<file path="config.mk">
export PLATFORM = sky130hd
export DESIGN_NAME = adbus_master
export DESIGN_NICKNAME = d
export VERILOG_FILES = /design/src/rtl/adbus_pkg.sv /design/src/rtl/adbus_wait_sync.sv /design/src/rtl/adbus_seq.sv /design/src/rtl/adbus_lane.sv /design/src/rtl/adbus_master.sv
export SDC_FILE = /design/constraint.sdc
export NUM_CORES = 1
export LEC_CHECK = 0
export BUFFER_PORTS_ARGS = -buffer_cell sky130_fd_sc_hd__buf_2
export CAP_MARGIN = 10
export CORE_ASPECT_RATIO = 0.75
export CORE_MARGIN = 2
export CORE_UTILIZATION = 50
export DETAILED_ROUTE_END_ITERATION = 8
export GPL_TIMING_DRIVEN = 0
export MAX_ROUTING_LAYER = met4
export PLACE_DENSITY = 0.77
export SETUP_SLACK_MARGIN = 0.15
export SYNTH_ARGS = -nofsm -noshare
export SYNTH_HDL_FRONTEND = slang
export SYNTH_SLANG_ARGS = --single-unit
</file>
<file path="constraint.sdc">
create_clock -name clk -period 4.51 [get_ports clk]
set_input_delay 0.2255 -clock clk [delete_from_list [all_inputs] [get_ports clk]]
set_output_delay 0.2255 -clock clk [all_outputs]
set_load 0.01 [all_outputs]
</file>
<file path="src/rtl/adbus_pkg.sv">
package adbus_pkg;

  localparam int CNT_W = 6;

  typedef enum logic [2:0] {
    ST_IDLE,
    ST_ADDR,
    ST_AHOLD,
    ST_SETUP,
    ST_STROBE,
    ST_DHOLD
  } phase_e;

  typedef struct packed {
    logic             en;
    logic             wide;
    logic [1:0]       t_addr;
    logic [1:0]       t_ahold;
    logic [1:0]       t_setup;
    logic [CNT_W-1:0] t_strobe;
    logic             t_dhold;
  } cfg_t;

  function automatic cfg_t unpack_cfg(input logic [15:0] r);
    cfg_t c;
    c.en       = r[0];
    c.wide     = r[1];
    c.t_addr   = r[3:2];
    c.t_ahold  = r[5:4];
    c.t_dhold  = r[6];
    c.t_strobe = r[12:7];
    c.t_setup  = r[14:13];
    return c;
  endfunction

endpackage

</file>
<file path="src/rtl/adbus_wait_sync.sv">
module adbus_wait_sync #(
  parameter int STAGES = 2
) (
  input  logic clk,
  input  logic rst,
  input  logic wait_n_i,
  output logic wait_act_o
);
  logic [STAGES-1:0] sq;

  always_ff @(posedge clk) begin
    if (rst) sq[0] <= 1'b1;
    else     sq[0] <= wait_n_i;
  end

  generate
    for (genvar i = 1; i < STAGES; i++) begin : g_stage
      always_ff @(posedge clk) begin
        if (rst) sq[i] <= 1'b1;
        else     sq[i] <= sq[i-1];
      end
    end
  endgenerate

  assign wait_act_o = ~sq[STAGES-1];
endmodule

</file>
<file path="src/rtl/adbus_seq.sv">
module adbus_seq
  import adbus_pkg::*;
(
  input  logic   clk,
  input  logic   rst,
  input  cfg_t   cfg,
  input  logic   req_valid,
  input  logic   wait_act,
  output phase_e st_q,
  output phase_e st_d,
  output logic   accept,
  output logic   strobe_end,
  output logic   finish
);
  logic [CNT_W-1:0] cnt_q, cnt_d, limit;
  phase_e           st_next;

  always_comb begin
    limit   = '0;
    st_next = ST_IDLE;
    unique case (st_q)
      ST_ADDR:   begin limit = CNT_W'(cfg.t_addr);  st_next = ST_AHOLD;  end
      ST_AHOLD:  begin limit = CNT_W'(cfg.t_ahold); st_next = ST_SETUP;  end
      ST_SETUP:  begin limit = CNT_W'(cfg.t_setup); st_next = ST_STROBE; end
      ST_STROBE: begin limit = cfg.t_strobe;        st_next = ST_DHOLD;  end
      ST_DHOLD:  begin limit = CNT_W'(cfg.t_dhold); st_next = ST_IDLE;   end
      default:   begin limit = '0;                  st_next = ST_IDLE;   end
    endcase
  end

  always_comb begin
    st_d       = st_q;
    cnt_d      = cnt_q;
    accept     = 1'b0;
    strobe_end = 1'b0;
    finish     = 1'b0;
    if (st_q == ST_IDLE) begin
      if (req_valid && cfg.en) begin
        accept = 1'b1;
        st_d   = ST_ADDR;
        cnt_d  = '0;
      end
    end else if (st_q == ST_STROBE && wait_act) begin
      cnt_d = cnt_q;
    end else if (cnt_q == limit) begin
      st_d       = st_next;
      cnt_d      = '0;
      strobe_end = (st_q == ST_STROBE);
      finish     = (st_q == ST_DHOLD);
    end else begin
      cnt_d = cnt_q + 1'b1;
    end
  end

  always_ff @(posedge clk) begin
    if (rst) begin
      st_q  <= ST_IDLE;
      cnt_q <= '0;
    end else begin
      st_q  <= st_d;
      cnt_q <= cnt_d;
    end
  end
endmodule

</file>
<file path="src/rtl/adbus_lane.sv">
module adbus_lane #(
  parameter int DW = 16
) (
  input  logic          wide,
  input  logic          byte_sel,
  input  logic          a0,
  input  logic [DW-1:0] wdata,
  input  logic [DW-1:0] ad_in,
  output logic [DW-1:0] drive,
  output logic [DW-1:0] rdata,
  output logic          bhe_n
);
  localparam int HALF = DW / 2;

  always_comb begin
    if (!wide) begin
      drive = {{HALF{1'b0}}, wdata[HALF-1:0]};
      rdata = {{HALF{1'b0}}, ad_in[HALF-1:0]};
      bhe_n = 1'b1;
    end else if (byte_sel) begin
      drive = {wdata[HALF-1:0], wdata[HALF-1:0]};
      rdata = a0 ? {{HALF{1'b0}}, ad_in[DW-1:HALF]}
                 : {{HALF{1'b0}}, ad_in[HALF-1:0]};
      bhe_n = ~a0;
    end else begin
      drive = wdata;
      rdata = ad_in;
      bhe_n = 1'b0;
    end
  end
endmodule

</file>
<file path="src/rtl/adbus_master.sv">
module adbus_master
  import adbus_pkg::*;
#(
  parameter int DW          = 16,
  parameter int SYNC_STAGES = 2
) (
  input  logic          clk,
  input  logic          rst,
  input  logic [15:0]   cfg_i,
  input  logic          req_valid_i,
  input  logic          req_write_i,
  input  logic          req_byte_i,
  input  logic [DW-1:0] req_addr_i,
  input  logic [DW-1:0] req_wdata_i,
  output logic          busy_o,
  output logic          done_o,
  output logic [DW-1:0] rdata_o,
  output logic [DW-1:0] bus_ad_o,
  output logic          bus_ad_oe_o,
  input  logic [DW-1:0] bus_ad_i,
  output logic          bus_ale_n_o,
  output logic          bus_cs_n_o,
  output logic          bus_dir_o,
  output logic          bus_bhe_n_o,
  input  logic          bus_wait_n_i
);
  cfg_t   cfg;
  phase_e st_q, st_d;
  logic   accept, strobe_end, finish, wait_act;

  logic          wr_q, byte_q, wide_q;
  logic [DW-1:0] addr_q, wdata_q;
  logic          cur_wr, cur_byte, cur_wide;
  logic [DW-1:0] cur_addr, cur_wdata;
  logic [DW-1:0] lane_drive, lane_rdata;
  logic          lane_bhe_n;

  assign cfg = unpack_cfg(cfg_i);

  adbus_wait_sync #(.STAGES(SYNC_STAGES)) u_sync (
    .clk(clk), .rst(rst), .wait_n_i(bus_wait_n_i), .wait_act_o(wait_act)
  );

  adbus_seq u_seq (
    .clk(clk), .rst(rst), .cfg(cfg), .req_valid(req_valid_i),
    .wait_act(wait_act), .st_q(st_q), .st_d(st_d), .accept(accept),
    .strobe_end(strobe_end), .finish(finish)
  );

  assign cur_wr    = accept ? req_write_i : wr_q;
  assign cur_byte  = accept ? req_byte_i  : byte_q;
  assign cur_wide  = accept ? cfg.wide    : wide_q;
  assign cur_addr  = accept ? req_addr_i  : addr_q;
  assign cur_wdata = accept ? req_wdata_i : wdata_q;

  adbus_lane #(.DW(DW)) u_lane (
    .wide(cur_wide), .byte_sel(cur_byte), .a0(cur_addr[0]),
    .wdata(cur_wdata), .ad_in(bus_ad_i),
    .drive(lane_drive), .rdata(lane_rdata), .bhe_n(lane_bhe_n)
  );

  always_ff @(posedge clk) begin
    if (rst) begin
      wr_q <= 1'b0; byte_q <= 1'b0; wide_q <= 1'b0;
      addr_q <= '0; wdata_q <= '0;
      busy_o <= 1'b0; done_o <= 1'b0; rdata_o <= '0;
      bus_ad_o <= '0; bus_ad_oe_o <= 1'b0;
      bus_ale_n_o <= 1'b1; bus_cs_n_o <= 1'b1;
      bus_dir_o <= 1'b0; bus_bhe_n_o <= 1'b1;
    end else begin
      if (accept) begin
        wr_q <= req_write_i; byte_q <= req_byte_i; wide_q <= cfg.wide;
        addr_q <= req_addr_i; wdata_q <= req_wdata_i;
        bus_dir_o   <= req_write_i;
        bus_bhe_n_o <= lane_bhe_n;
      end
      busy_o <= (st_d != ST_IDLE);
      done_o <= finish;
      if (strobe_end && !wr_q) rdata_o <= lane_rdata;
      unique case (st_d)
        ST_ADDR: begin
          bus_ale_n_o <= 1'b0; bus_cs_n_o <= 1'b1;
          bus_ad_o <= cur_addr; bus_ad_oe_o <= 1'b1;
        end
        ST_AHOLD: begin
          bus_ale_n_o <= 1'b1; bus_cs_n_o <= 1'b1;
          bus_ad_o <= cur_addr; bus_ad_oe_o <= 1'b1;
        end
        ST_SETUP, ST_DHOLD: begin
          bus_ale_n_o <= 1'b1; bus_cs_n_o <= 1'b1;
          bus_ad_o <= cur_wr ? lane_drive : '0; bus_ad_oe_o <= cur_wr;
        end
        ST_STROBE: begin
          bus_ale_n_o <= 1'b1; bus_cs_n_o <= 1'b0;
          bus_ad_o <= cur_wr ? lane_drive : '0; bus_ad_oe_o <= cur_wr;
        end
        default: begin
          bus_ale_n_o <= 1'b1; bus_cs_n_o <= 1'b1;
          bus_ad_o <= '0; bus_ad_oe_o <= 1'b0;
        end
      endcase
    end
  end
endmodule

</file>
After elaboration in Yosys (flattened, before gate mapping). Cells that the tools add are included. Widths: inputs -> output; s select.

Bits in registers: 85. Bits of input ports: 70. Output and inout port bits: 39. Logic and storage cells: 77.

$add $sub $neg: 1. Equal/unequal tests: 13. Multiplexer cells: 32. Bitwise logic cells: 3. Reductions and logical operators: 10.

Operators with widths (number): $mux 16 (7); $pmux 16 s2 (1); $pmux 6 s5 (1); $mux 6 (4); $eq 3x2->1 const B (4); $eq 3x3->1 const B (4); $mux 1 (12); $mux 3 (4); $pmux 3 s4 (1); $mux 8 (1); $add 6x1->6 const B (1); $eq 3x1->1 const B (2); $eq 6x6->1 (1); $reduce_or 4->1 (1); $logic_and 1x1->1 (3); $logic_not 3->1 (1); $not 1->1 (3); $reduce_bool 3->1 (1); $reduce_or 3->1 (1); $ne 2x1->1 const B (1); $ne 2x2->1 const B (1); $pmux 1 s2 (1); $reduce_and 2->1 (1); $reduce_or 2->1 (1); $logic_not 1->1 (1).

Logic depth before layout (Yosys ltp).
Depth in word-level cells: 9. Gate-level depth with buffers: 10. Mapped depth without buffers: 6.

Hierarchy. Synthesis repeated with hierarchy kept, for this count alone.

Cell total of the unflattened synthesis: 435. Area, all modules: 4125.2 µm².

By module, submodules not included: adbus_master (instances 1, cells an instance 284, area each 2859.0 µm², seq. area each 1481.4 µm²); adbus_seq (instances 1, cells an instance 100, area each 790.8 µm², seq. area each 180.2 µm²); adbus_lane (instances 1, cells an instance 46, area each 419.2 µm², seq. area each 0.0 µm²); adbus_wait_sync (instances 1, cells an instance 5, area each 56.3 µm², seq. area each 40.0 µm²).

Least setup slack after synthesis. Ideal clock, no wire load.

Kind: flip-flop to flip-flop. From: register u_seq.st_q[0]. To: register bus_ad_o[7]. Library setup time: 0.117 ns. Data arrival time: 2.095 ns. Data required time: 4.393 ns. Slack: 2.297 ns. Stages on the path, launching flop included: 10. Path buffers: 3. Period minus slack after synthesis: 2.213 ns. Cell sequence: dfxtp_1 > buf_6 > mux2_1 > a21o_1 > o211ai_1 > nand4bb_1 > o311a_1 > buf_2 > buf_6 > a32o_1.

Word-level cells in the longest chain between the ends: 9. Elaborated cells between the ends (all ways): 30. Those cells by class: eq/ne (11); mux (15); reduce/logical (4).

Ends and longest elaborated chain: start: declaration (RTL line adbus_seq.sv:9) `output phase_e st_q,`; start signal: assignment (RTL line adbus_seq.sv:60) `st_q <= st_d;`; $eq 3x3->1 (tied with other cells) (RTL line adbus_seq.sv:21) `unique case (st_q)`; $pmux 6 s5 (RTL line adbus_seq.sv:21); $eq 6x6->1 (RTL line adbus_seq.sv:45) `end else if (cnt_q == limit) begin`; $mux 3 (RTL line adbus_seq.sv:45); $mux 3 (RTL line adbus_seq.sv:43) `end else if (st_q == ST_STROBE && wait_act) begin`; $mux 3 (RTL line adbus_seq.sv:37) `if (st_q == ST_IDLE) begin`; $eq 3x3->1 (tied with other cells) (RTL line adbus_master.sv:80) `unique case (st_d)`; $reduce_or 3->1 (no line) or $reduce_or 2->1 (tied branches); $pmux 16 s2 (*) (RTL line adbus_master.sv:80); end signal: assignment (RTL line adbus_master.sv:91) `bus_ad_o <= cur_wr ? lane_drive : '0; bus_ad_oe_o <= cur_wr;`; end signal: assignment (RTL line adbus_master.sv:95) `bus_ad_o <= cur_wr ? lane_drive : '0; bus_ad_oe_o <= cur_wr;`; end: declaration (RTL line adbus_master.sv:18) `output logic [DW-1:0] bus_ad_o,`.

Mark *: on every way between the ends. The rest lies on a longest branch, timed or not. A chain may end at the register's enable or synchronous reset.

Worst setup path in the final report.
From: register u_seq.st_q[1]. To: register bus_ad_o[9].

The elaborated chain is that of the path after synthesis.

==> flow_summary.yaml <==
worst_setup_path:
  worstPathArrival_ns: 2.87
  critPathRequiredTime_ns: 4.77
  startpoint_type: "flop"
  r2r.worst_path.cells: 8
  r2r-start: "u_seq.st_q[1]"
  r2r_slack_ns: 1.90
  end_kind: "flop"
  path_class: "flop to flop"
  cp_max_fo: 10
  worstReg2RegEnd: "bus_ad_o[9]"
clock_network:
  clock_latency_ns: 0.36
  htreeDepth: 3
  cts.sinks: 85
  cts_buffer_depth: 2
  cts_buffers: 9
  hold_buffers: 0
  post_cts_buffers: 0
  cts_root_buf: "clkbuf_8"
  ctsResizeCount: 0
  cts_tree: "yes"
  cts.clk_slew.worst_paths_ns: 0.09
sta:
  fmax_mhz: 383
  hold_violations: 0
  min_period_ns: 2.61
  hold_ws_ns: 0.0472
  worst_slew_pin_slew_ns: 0.780
  maxSlewViolCount: 0
  timing.final.crit_share_pct: 57.8
  finalSetupViolations: 0
  setup_tns_ns: 0
  skew_ns: 0.00969
  rsz0062_at_grt: "no"
  slew_headroom_pct: 48.0
logic_synthesis:
  syn_avg_cell_area_um2: 8.75
  ys_ff_latch: 85
  syn_inst: 452
  yosys.area.top_type: "dfxtp_1"
  yosysUniqueCellTypes: 55
  synth_largest_type_area_fraction_pct: 43.0
  yosys_warnings: 0
  syn-num-nets: 523
  ys_seq_area_share_pct: 43.0
  synth.area.top_cells: "dfxtp_1, nand2_1, a21oi_1"
  syn_area_um2: 3960
  synth_common_cells: "dfxtp_1, nand2_1, a21oi_1"
  async_reset_ff_share_pct: 0
  synth_ff_type: "dfxtp_1"
  synth_edf_count: 0
floorplanning:
  core_area_um2: 7780
  die_w_um: 107
  dieArea_um2: 8640
  start_util_pct: 50.9
  row_count: 28
  fp.dieH_um: 81.0
  ios: 109
min_path:
  whs_path_depth: 2
  hold_class: "input port to flop"
  hold_end: "u_sync.sq[0]"
  worstHoldStart: "bus_wait_n_i"
grt:
  grt_use_total_pct: 26.7
  antenna_found_initial: 0
  grt_pass1_vias: 3512
  grt_pass1_wl_mm: 17.6
  grt_max_degree: 17
  overflow: 0
power:
  power_density_nw_per_um2: 319
  peakVddDrop_v: 0.000273
  power.leakage_nw: 1.98
drt:
  avgRoutedWirePerCell_um: 16.5
  via_per_inst: 5.79
  postRouteAntennaNets: 0
  drtIter0Drc: 353
  via_count: 3935
  drc: 0
  wirelength_mm: 11.2
  dr.pass1.iters: 5
final_layout:
  stdcell_count: 680
  num-nets-final: 641
  regArea_um2: 1700
  area_delta_synth_final_pct: 22.1
  nFillCells: 706
  final_core_util_pct: 62.1
  multi_input_area_um2: 2050
  drive_gt1_share_pct: 28.3
  diodes: 0
placement:
  dpl.hpwl_mm: 8.29
  dp_cells: 664
  place_congestion: 0.945
  io_buffers: 107
outcome:
  status: "completed"
flow_run:
  maxCapViolations: 0
placed cells by master, fill, tap and decap left out, types with 4 or more instances in the layout:
master	instances
mux2i_1	20
a21oi_1	58
nand2_1	85
a211oi_1	9
clkbuf_8	9
nor4bb_1	4
buf_2	120
nor3_1	5
a311oi_1	9
nand3_1	10
clkbuf_1	17
nand4_1	8
dfxtp_1	85
nor2_1	13
a31oi_1	4
o21ai_0	14
xnor2_1	4
inv_1	6
a211oi_2	9
nor2b_1	9
a32o_1	16
cell type report:
cell class              instances  area share (%)
inverters                       6           0.466
repair buffers                107            11.1
well taps                     105            2.72
multi-input cells             324            42.4
clock buffers                   9            2.57
clock inverters                 7            1.71
flip-flops and latches         85            35.2
plain buffers                  37            3.84
stage by stage:
stage               total power, mW  cell area, um2  worst slack (ns)
CTS                            1.54            4830              1.96
detailed placement            0.990            4620              1.97
floorplan                     0.912            3960              2.30
finish                         1.54            4830              1.90
global route                   1.60            4830              1.70
global placement              0.987            4620              1.96
routing by layer:
metal,GRT usage [%],part of all wire [%]
met1,38.3,48
met2,37.7,41
met3,5.94,9.8
met4,7.53,1.3
met5,-,0
state kept, by name, indices dropped and copies added, names as in the netlist:
signal,cells
bus_ad_o,16
busy_o,1
addr_q,16
rdata_o,16
bus_bhe_n_o,1
wide_q,1
u_sync.sq,2
u_seq.cnt_q,6
bus_dir_o,1
u_seq.st_q,3
byte_q,1
bus_cs_n_o,1
bus_ale_n_o,1
wr_q,1
done_o,1
wdata_q,16
bus_ad_oe_o,1
cells by family (layout without fill, tap and decap cells):
kind of cell             Yosys count  count (layout)  synth area share [%]
AO/OA/AOI/OAI                    140             140                  25.1
XOR/XNOR                           5               5                  1.11
adder cells (fa/ha/maj)            1               1                 0.316
buffers and inverters             43             166                  5.25
flip-flops                        85              85                  43.0
multiplexers                      22              22                  5.73
AND/OR/NAND/NOR                  156             156                  19.5
worst max-delay path, cell delays in order, from the launching register on:
cell	delay, ns
dfxtp_1	0.46
nor2b_1	0.50
a211oi_2	0.16
xor2_1	0.28
nand4bb_1	0.21
o311a_1	0.33
buf_2	0.17
buf_6	0.15
a32o_1	0.23
worst max-delay path by stage:
| stage | depth (start not counted) | endpoint | from |
|---|---|---|---|
| floorplan | 9 | bus_ad_o[7] | u_seq.st_q[0] |
| global placement | 8 | busy_o | u_seq.st_q[2] |
| detailed placement | 8 | busy_o | u_seq.st_q[2] |
| CTS | 8 | bus_ad_o[9] | u_seq.st_q[1] |
| global route | 8 | busy_o | u_seq.st_q[2] |
| finish | 8 | bus_ad_o[9] | u_seq.st_q[1] |
report_power, final:
group          switching (mW)  internal, mW  leakage [nW]  total [mW]
combinational           0.121        0.0734          1.19       0.194
clock                   0.299         0.264        0.0984       0.563
sequential             0.0104         0.772         0.690       0.783
total                   0.430          1.11          1.98        1.54
Power figures use the tool's default switching activity.
